`src/rtl/dram_rank_decoder.sv`:
```
module dram_rank_decoder #(
  parameter  int BW  = 8,
  parameter  int RPC = 4,
  localparam int NR  = 2 * RPC,
  localparam int IW  = BW + 1,
  localparam int AW  = $clog2(NR + RPC),
  localparam int RW  = $clog2(NR)
) (
  input  logic          clk,
  input  logic          rst_n,
  input  logic          cfg_we,
  input  logic [AW-1:0] cfg_addr,
  input  logic [7:0]    cfg_wdata,
  input  logic          req_valid,
  input  logic [IW-1:0] req_idx,
  output logic          o_valid,
  output logic          o_hit,
  output logic [RW-1:0] o_rank,
  output logic          o_ilv
);

  logic [BW-1:0] bnd [NR];
  logic [2:0]    att [NR];
  logic [IW-1:0] eff [NR];
  logic [NR-1:0] live, cand;
  logic [3*NR-1:0] att_flat;
  logic          ilv, any;
  logic [RW-1:0] sel;
  logic          unused_bits;

  assign unused_bits = cfg_wdata[7] ^ cfg_wdata[3];

  always_ff @(posedge clk or negedge rst_n) begin
    if (!rst_n) begin
      for (int i = 0; i < NR; i++) begin
        bnd[i] <= '0;
        att[i] <= '0;
      end
    end else if (cfg_we) begin
      for (int i = 0; i < NR; i++)
        if (cfg_addr == AW'(i)) bnd[i] <= cfg_wdata[BW-1:0];
      for (int j = 0; j < RPC; j++)
        if (cfg_addr == AW'(NR + j)) begin
          att[2*j]   <= cfg_wdata[2:0];
          att[2*j+1] <= cfg_wdata[6:4];
        end
    end
  end

  always_comb begin
    ilv = 1'b1;
    for (int i = 0; i < RPC; i++)
      if (bnd[i] != bnd[i+RPC] || att[i] != att[i+RPC]) ilv = 1'b0;
  end

  for (genvar g = 0; g < NR; g++) begin : g_rank
    logic [IW-1:0] lower;
    assign eff[g] = ilv ? {bnd[g], 1'b0} : {1'b0, bnd[g]};
    if (g == 0) begin : g_first
      assign lower = '0;
    end else begin : g_next
      assign lower = eff[g-1];
    end
    assign live[g] = (!ilv || (g < RPC)) && (eff[g] != lower)
                     && (att[g] inside {3'd2, 3'd3, 3'd4});
    assign cand[g] = live[g] && (eff[g] > req_idx);
    assign att_flat[3*g +: 3] = att[g];
  end

  always_comb begin
    sel = '0;
    any = 1'b0;
    for (int i = NR - 1; i >= 0; i--)
      if (cand[i]) begin
        sel = RW'(i);
        any = 1'b1;
      end
  end

  always_ff @(posedge clk or negedge rst_n) begin
    if (!rst_n) begin
      o_valid <= 1'b0;
      o_hit   <= 1'b0;
      o_rank  <= '0;
      o_ilv   <= 1'b0;
    end else begin
      o_valid <= req_valid;
      o_hit   <= req_valid && any;
      o_rank  <= (req_valid && any) ? sel : '0;
      o_ilv   <= req_valid && ilv;
    end
  end

endmodule

```
`config.mk`:
```
export PLATFORM = sky130hd
export DESIGN_NAME = dram_rank_decoder
export DESIGN_NICKNAME = d
export VERILOG_FILES = /design/src/rtl/dram_rank_decoder.sv
export SDC_FILE = /design/constraint.sdc
export NUM_CORES = 1
export LEC_CHECK = 0
export ABC_AREA = 0
export CAP_MARGIN = 10
export CORE_MARGIN = 4
export CORE_UTILIZATION = 40
export CTS_BUF_LIST = sky130_fd_sc_hd__clkbuf_4 sky130_fd_sc_hd__clkbuf_8 sky130_fd_sc_hd__clkbuf_16
export DETAILED_ROUTE_END_ITERATION = 12
export GPL_TIMING_DRIVEN = 1
export HOLD_SLACK_MARGIN = 0.02
export PLACE_DENSITY = 0.65
export SLEW_MARGIN = 0
export SYNTH_ARGS = -nofsm -noshare
export SYNTH_HDL_FRONTEND = slang
export SYNTH_SLANG_ARGS = --single-unit
```
`constraint.sdc`:
```
create_clock -name clk -period 7.3 [get_ports clk]
set_clock_uncertainty 0.15 [all_clocks]
set_input_delay 1.46 -clock clk [delete_from_list [all_inputs] [get_ports clk]]
set_output_delay 1.46 -clock clk [all_outputs]
set_load 0.005 [all_outputs]
```
==> results.yml, run 1 <==
status:
  run_status: "complete, no violations"
yosys:
  yosysSeqAreaShare_pct: 31.6
  ys_types: 52
  synthCells: 703
  synth-main-ff-cell: "dfrtp_1"
  netlist_area_sq_um: 7430
  synth_warnings: 0
  synth-async-reset-ratio_pct: 100
  synth-seq-cells: 94
  synthesis.nets: 800
  synth_edf_count: 0
  avgSynthCellArea_sq_um: 10.6
layout:
  diodes: 0
  nNetsFinal: 802
  synthToLayoutAreaGrowth_pct: 9.66
  finalInstanceArea_sq_um: 8150
  drive_gt1_share_pct: 24.4
clock_network:
  cts.sinks: 94
  clkLatencyLatePin_ns: 0.35
  cts-root-buf: "clkbuf_16"
  post-cts-setup-buffers: 0
  cts_resized: 0
  cts_tree: "yes"
  clockBufferDepth: 2
  cts.clk_slew.worst_paths_ns: 0.07
  ctsHoldBuffers: 0
  ctsHtreeMaxLevel: 3
  cts_buffers: 9
sta:
  fin_crit_sh_pct: 66.4
  hold_viol_final: 0
  max_freq_ghz: 0.206
  setup_slack_ns: 2.45
  fin_tns_setup_ns: 0
  slew_headroom_pct: 37.0
  rsz0062_at_grt: "false"
  setup_viol: 0
  tightest_slew_ns: 0.941
  drv_slew: 0
  fin_crit_ns: 4.85
route:
  first_iter_violations: 458
  route.detailed.wl_per_inst_um: 22.9
  ant_nets: 0
  drt_pass1_iterations: 5
  totalWireLength_um: 21500
  num_vias: 5412
  via_per_inst: 5.76
  drc: 0
critical_path:
  crit_path_max_incr_delay_ns: 0.64
  reg2reg_to: "o_rank[1]"
  setup.worst_path.end_class: "flop"
  ff2ff_path_depth: 13
  cp_top_family: "simple AND/OR/NAND/NOR gates"
  r2r_slack_ns: 2.45
  arrival_ns: 4.97
  cp_num_buf_inv: 0
  path_cells: "xnor2_1, nand4_1, nor4_2, and3_1, mux2_2, ha_1, nor2b_1, o21bai_1, a31oi_1, o311a_1, or2_2, or3b_2, a211oi_1"
  r2r_start: "bnd[49]"
  start_kind: "flop"
  crit_required_ns: 7.42
  path_max_fanout: 11
  worstSetupPathType: "reg -> reg"
  critPathSlowestCell: "and3_1"
place:
  portBuffers: 30
  dp_slack_ns: 2.50
  place_congestion: 0.965
  dpl-instance-area_sq_um: 7850
  hpwl_um: 15500
pwr:
  p_sw_mw: 0.860
  internal_power_mw: 1.36
  seqPwrFrac_pct: 41.0
  swShare_pct: 38.7
  ir_worst_vdd_v: 0.000155
  combPwrFrac_pct: 36.4
  p_clk_share_pct: 22.5
  p_leak_nw: 3.45
  powerDensity_nw_per_um2: 273
floorplanning:
  coreArea_sq_um: 18100
  dieWidth_um: 144
  io_pins: 31
  start_util_pct: 41.0
  fp.dieH_um: 144
  die-area_sq_um: 20800
  num_rows: 49
global_routing:
  grt_pass1_wl_um: 33100
  overflow: 0
  grt_max_degree: 51
  grt_pass1_vias: 5446
  grtUsageTotal_pct: 21.2
  antenna_found_initial: 0
worst_hold_path:
  min_path_type: "reg -> reg"
  hp-start: "att[15]"
  hold-path-endpoint: "att[15]"
  whs_path_depth: 1
job:
  cap_violations: 0
## sequential cells by signal (all words and copies together), names as in the netlist
name and count:
o_rank 3, o_hit 1, bnd 64, att 24, o_valid 1, o_ilv 1
## kinds of logic after synthesis
logic type	count (synthesis)	share of synthesized area, %
AO/OA/AOI/OAI	74	7.10
XOR/XNOR	101	11.9
buffers and inverters	57	3.47
flip-flops	94	31.6
adder cells (fa/ha/maj)	72	12.1
multiplexers	151	22.7
AND/OR/NAND/NOR	154	11.0
## power by group through the flow
| stage | Combinational [mW] | Clock (mW) | Sequential (mW) |
|---|---|---|---|
| 2_1_floorplan | 0.700 | 0 | 0.754 |
| 3_3_place_gp | 0.791 | 0 | 0.913 |
| 3_5_place_dp | 0.797 | 0 | 0.912 |
| 4_1_cts | 0.806 | 0.510 | 0.903 |
| 5_1_grt | 0.902 | 0.530 | 0.925 |
| 6_report | 0.810 | 0.501 | 0.913 |
## worst register-to-register path: stages (launching register included)
cell	delay [ns]
dfrtp_1	0.50
xnor2_1	0.37
nand4_1	0.20
nor4_2	0.46
and3_1	0.64
mux2_2	0.41
ha_1	0.28
nor2b_1	0.13
o21bai_1	0.12
a31oi_1	0.10
o311a_1	0.40
or2_2	0.30
or3b_2	0.47
a211oi_1	0.23
## per-stage QoR
stage               power [mW]  util [%]  hold slack, ns  std cells
floorplan                 1.45         -           0.375        703
global placement          1.70      43.2           0.393        923
detailed placement        1.71      43.2           0.398        923
CTS                       2.22      44.9           0.419        939
global route              2.36      44.9           0.439        939
finish                    2.22      44.9           0.414        939
## area by class of cell
cell class | count | area [sq um]
Inverter | 15 | 56.3
Timing Repair Buffer | 33 | 320
Multi-Input combinational cell | 552 | 4830
Clock buffer | 10 | 233
Tap cell | 229 | 287
Clock inverter | 6 | 75.1
Sequential cell | 94 | 2350
Fill cell | 1711 | 9990
## cell usage after synthesis (3+ instances only)
cell type	instances	area (sq um)
mux2_2	143	1610
dfrtp_1	94	2350
xnor2_1	74	648
ha_1	72	901
nor2_1	34	128
nand2_1	27	101
nand4_1	27	169
xor2_1	27	236
buf_2	20	100
clkbuf_1	19	71.3
inv_1	15	56.3
o21ai_0	14	70.1
a21oi_1	11	55.1
nor2b_1	11	68.8
nor3_1	11	55.1
o21a_1	11	82.6
mux2i_1	8	80.1
nand2b_1	8	50.1
nor4_1	8	50.1
and2_1	7	43.8
nand3_1	7	35.0
a31oi_1	6	37.5
o211ai_1	5	37.5
a211o_1	3	26.3
nor4_2	3	37.5
## routing by layer
layer  track usage, %  part of all wire [%]  vias to the layer above
met1             30.0                    48                     2694
met5                0                     0                        -
met4             4.12                   1.2                        0
met2             32.3                    43                      160
li1                 -                     -                     2535
met3             6.51                   7.6                       23
## how the worst max path moves through the flow
stage                     slack (ns)   endpoint  startpoint  depth (start not counted)
after detailed placement        2.50  o_rank[1]  req_idx[0]                          9
after CTS                       2.54  o_rank[1]     bnd[49]                         13
after global placement          2.48  o_rank[1]     bnd[49]                         13
after global routing            2.15  o_rank[1]     bnd[49]                         14
after floorplan                 3.20  o_rank[1]     bnd[49]                         16
final                           2.45  o_rank[1]     bnd[49]                         13
## cells in the final DEF, fill, tap and decap left out, types with 3 or more instances in the layout
cell type / instances
a21oi_1: 11
nor3_1: 11
nor4_2: 3
o21ai_0: 14
xor2_1: 27
inv_1: 15
o21a_1: 11
a31oi_1: 6
o211ai_1: 5
ha_1: 72
nor2b_1: 11
mux2_2: 143
nand2b_1: 8
nand4_1: 27
clkbuf_16: 9
and2_1: 7
dfrtp_1: 94
nand2_1: 27
nor4_1: 8
mux2i_1: 8
a211o_1: 3
xnor2_1: 74
nand3_1: 6
clkdlybuf4s50_1: 29
nor2_1: 34
buf_4: 4
No activity file was read; power rests on OpenSTA's default activity.
==> inputs of run 2 (changes only) <==
PLACE_DENSITY = 0.68   (was 0.65)
clock period = 4.15 ns   (was 7.3 ns; I/O delays follow)
==> run 2 against run 1 <==
Net effect:
- the flow now finishes with violations (negative setup slack)
- highest routed layer unchanged
- critical path depth grew 3
- register-to-register slack got worse by 2.5 ns
- largest power group is now combinational logic
- global-route usage rose by 1.1 points
- sequential cell count unchanged
- sequential share of layout area shrank 4.4 points
- utilization up 8.1 points
- setup slack got worse by 2.5 ns
- die area is the same
- count of clock-buffer cells in the layout stayed put
- largest cell class unchanged
==> results.yml, run 2 (synthesis gave the netlist of run 1 again) <==
route:
  route.detailed.wl_per_inst_um: 22.5
  num_vias: 5989
  first_iter_violations: 335
  ant_nets: 0
  drc: 0
  drt_pass1_iterations: 5
  via_per_inst: 5.68
  totalWireLength_um: 23700
pwr:
  internal_power_mw: 2.81
  swShare_pct: 37.2
  p_sw_mw: 1.67
  combPwrFrac_pct: 51.7
  p_clk_share_pct: 19.6
  power.total_mw: 4.48
  ir_worst_vdd_v: 0.000303
  seqPwrFrac_pct: 28.7
  powerDensity_nw_per_um2: 466
  p_leak_nw: 4.13
place:
  dpl-instance-area_sq_um: 8670
  place_congestion: 1.02
  dp_slack_ns: -0.0410
  hpwl_um: 17500
  portBuffers: 30
status:
  violations: "negative setup slack"
  run_status: "finished, violations left"
floorplanning:
  dieWidth_um: 144
  io_pins: 31
  coreArea_sq_um: 18100
  start_util_pct: 41.0
  die-area_sq_um: 20800
  fp.dieH_um: 144
  num_rows: 49
global_routing:
  grt_max_degree: 82
  grtUsageTotal_pct: 22.3
  overflow: 0
  grt_pass1_wl_um: 34300
  grt_pass1_vias: 5904
  antenna_found_initial: 0
sta:
  tightest_slew_ns: 1.06
  max_freq_ghz: 0.239
  drv_slew: 0
  fin_crit_sh_pct: 101
  fin_crit_ns: 4.18
  hold_viol_final: 0
  slew_headroom_pct: 29.4
  rsz0062_at_grt: "true"
  hold_slack_ns: 0.411
  setup_slack_ns: -0.0307
  setup_viol: 1
critical_path:
  start_kind: "flop"
  setup.worst_path.end_class: "flop"
  worstSetupPathType: "reg -> reg"
  critPathSlowestCell: "dfrtp_1"
  crit_required_ns: 4.27
  path_cells: "xnor2_1, buf_4, nand4_1, nor4_4, nand3_4, clkbuf_16, mux2_2, ha_1, nand4_1, nor3_1, a2111oi_2, buf_4, o21ai_1, o21ai_2, or3b_4, a211oi_2"
  arrival_ns: 4.30
  path_max_fanout: 7
  crit_path_max_incr_delay_ns: 0.41
clock_network:
  ctsHoldBuffers: 0
  clkLatencyLatePin_ns: 0.35
  cts.sinks: 94
  cts_buffers: 9
  cts.clk_slew.worst_paths_ns: 0.07
  ctsHtreeMaxLevel: 3
  cts_tree: "yes"
  clockBufferDepth: 2
  cts-root-buf: "clkbuf_16"
job:
  cap_violations: 0
layout:
  top_register: "bnd"
  finalInstanceArea_sq_um: 9630
  synthToLayoutAreaGrowth_pct: 29.5
  nNetsFinal: 919
  diodes: 0
  reg_top3: "bnd x64, att x24, o_rank x3"
  layout_common_cells: "mux2_2, buf_4, dfrtp_1"
  drive_gt1_share_pct: 40.6
  largest_reg_flops: 64
  final_common_cell: "mux2_2"
worst_hold_path:
  min_path_type: "reg -> reg"
-- run 2: cell types whose count changed in the layout (fill, tap and decap cells not counted), moves of 3 or more --
cell / previous run / this run
ha_1: 72 / 53
o21ai_0: 14 / 9
o21ai_2: 0 / 4
buf_4: 4 / 114
mux2_2: 143 / 140
mux2_4: 0 / 3
nor3_1: 11 / 8
nor4_4: 0 / 3
ha_4: 0 / 19
-- run 2: path summary, 6_finish.rpt --
kind | from | endpoint | slack [ns] | cells after the start
max in group asynchronous | rst_n | bnd[14] | 2.65 | 1
worst max-delay path | att[0] | o_rank[1] | -0.03 | 16
worst min register to register | att[18] | att[18] | 0.41 | 1
min in group asynchronous | rst_n | bnd[50] | 0.51 | 1
worst min-delay path | att[18] | att[18] | 0.41 | 1
worst max register to register | att[0] | o_rank[1] | -0.03 | 16
-- run 2: power groups by stage --
stage | Combinational (mW) | Clock (mW) | Sequential, mW
after floorplan | 1.23 | 0 | 1.33
after global placement | 2.04 | 0 | 1.29
after detailed placement | 2.06 | 0 | 1.30
after CTS | 2.08 | 0.893 | 1.29
after global routing | 2.48 | 0.930 | 1.32
final | 2.32 | 0.878 | 1.29
-- run 2: routing by layer --
layer	wire length, um	GRT usage (%)
met3	1240	3.57
met4	837	8.84
met1	10900	30.6
met2	10700	35.3
met5	0	0
-- run 2: critical path: cells and delay by family (launching register included) --
| family | cells | cell delay, ns |
|---|---|---|
| mux | 1 | 0.27 |
| flops | 1 | 0.41 |
| simple gates | 6 | 1.37 |
| fa+ha+maj | 1 | 0.30 |
| xor+xnor | 1 | 0.18 |
| buf+inv | 3 | 0.55 |
| compound gates | 4 | 0.85 |
-- run 2: area by class of cell --
| cell class | count | area (sq um) |
|---|---|---|
| fillers | 1592 | 8520 |
| multi-input cells | 552 | 5350 |
| flip-flops and latches | 94 | 2350 |
| repair buffers | 150 | 1280 |
| well taps | 229 | 287 |
| clock buffers | 10 | 233 |
| clock inverters | 4 | 73.8 |
| inverters | 15 | 56.3 |
-- run 2: timing repair --
item / 4_1_cts / 5_1_grt
resized for setup: 3 / 74
pin swaps: 3 / 32
setup endpoints to repair: 3 / 4
buffers inserted: 0 / 7
cloned: 0 / 3
-- run 2: metrics by stage --
step / utilization (%) / instances / setup TNS, ns
after floorplan: - / 703 / 0
after global placement: 47.8 / 1030 / 0
after detailed placement: 47.8 / 1030 / -0.0555
after CTS: 49.6 / 1044 / 0
after global routing: 53.1 / 1054 / -0.616
final: 53.1 / 1054 / -0.0307
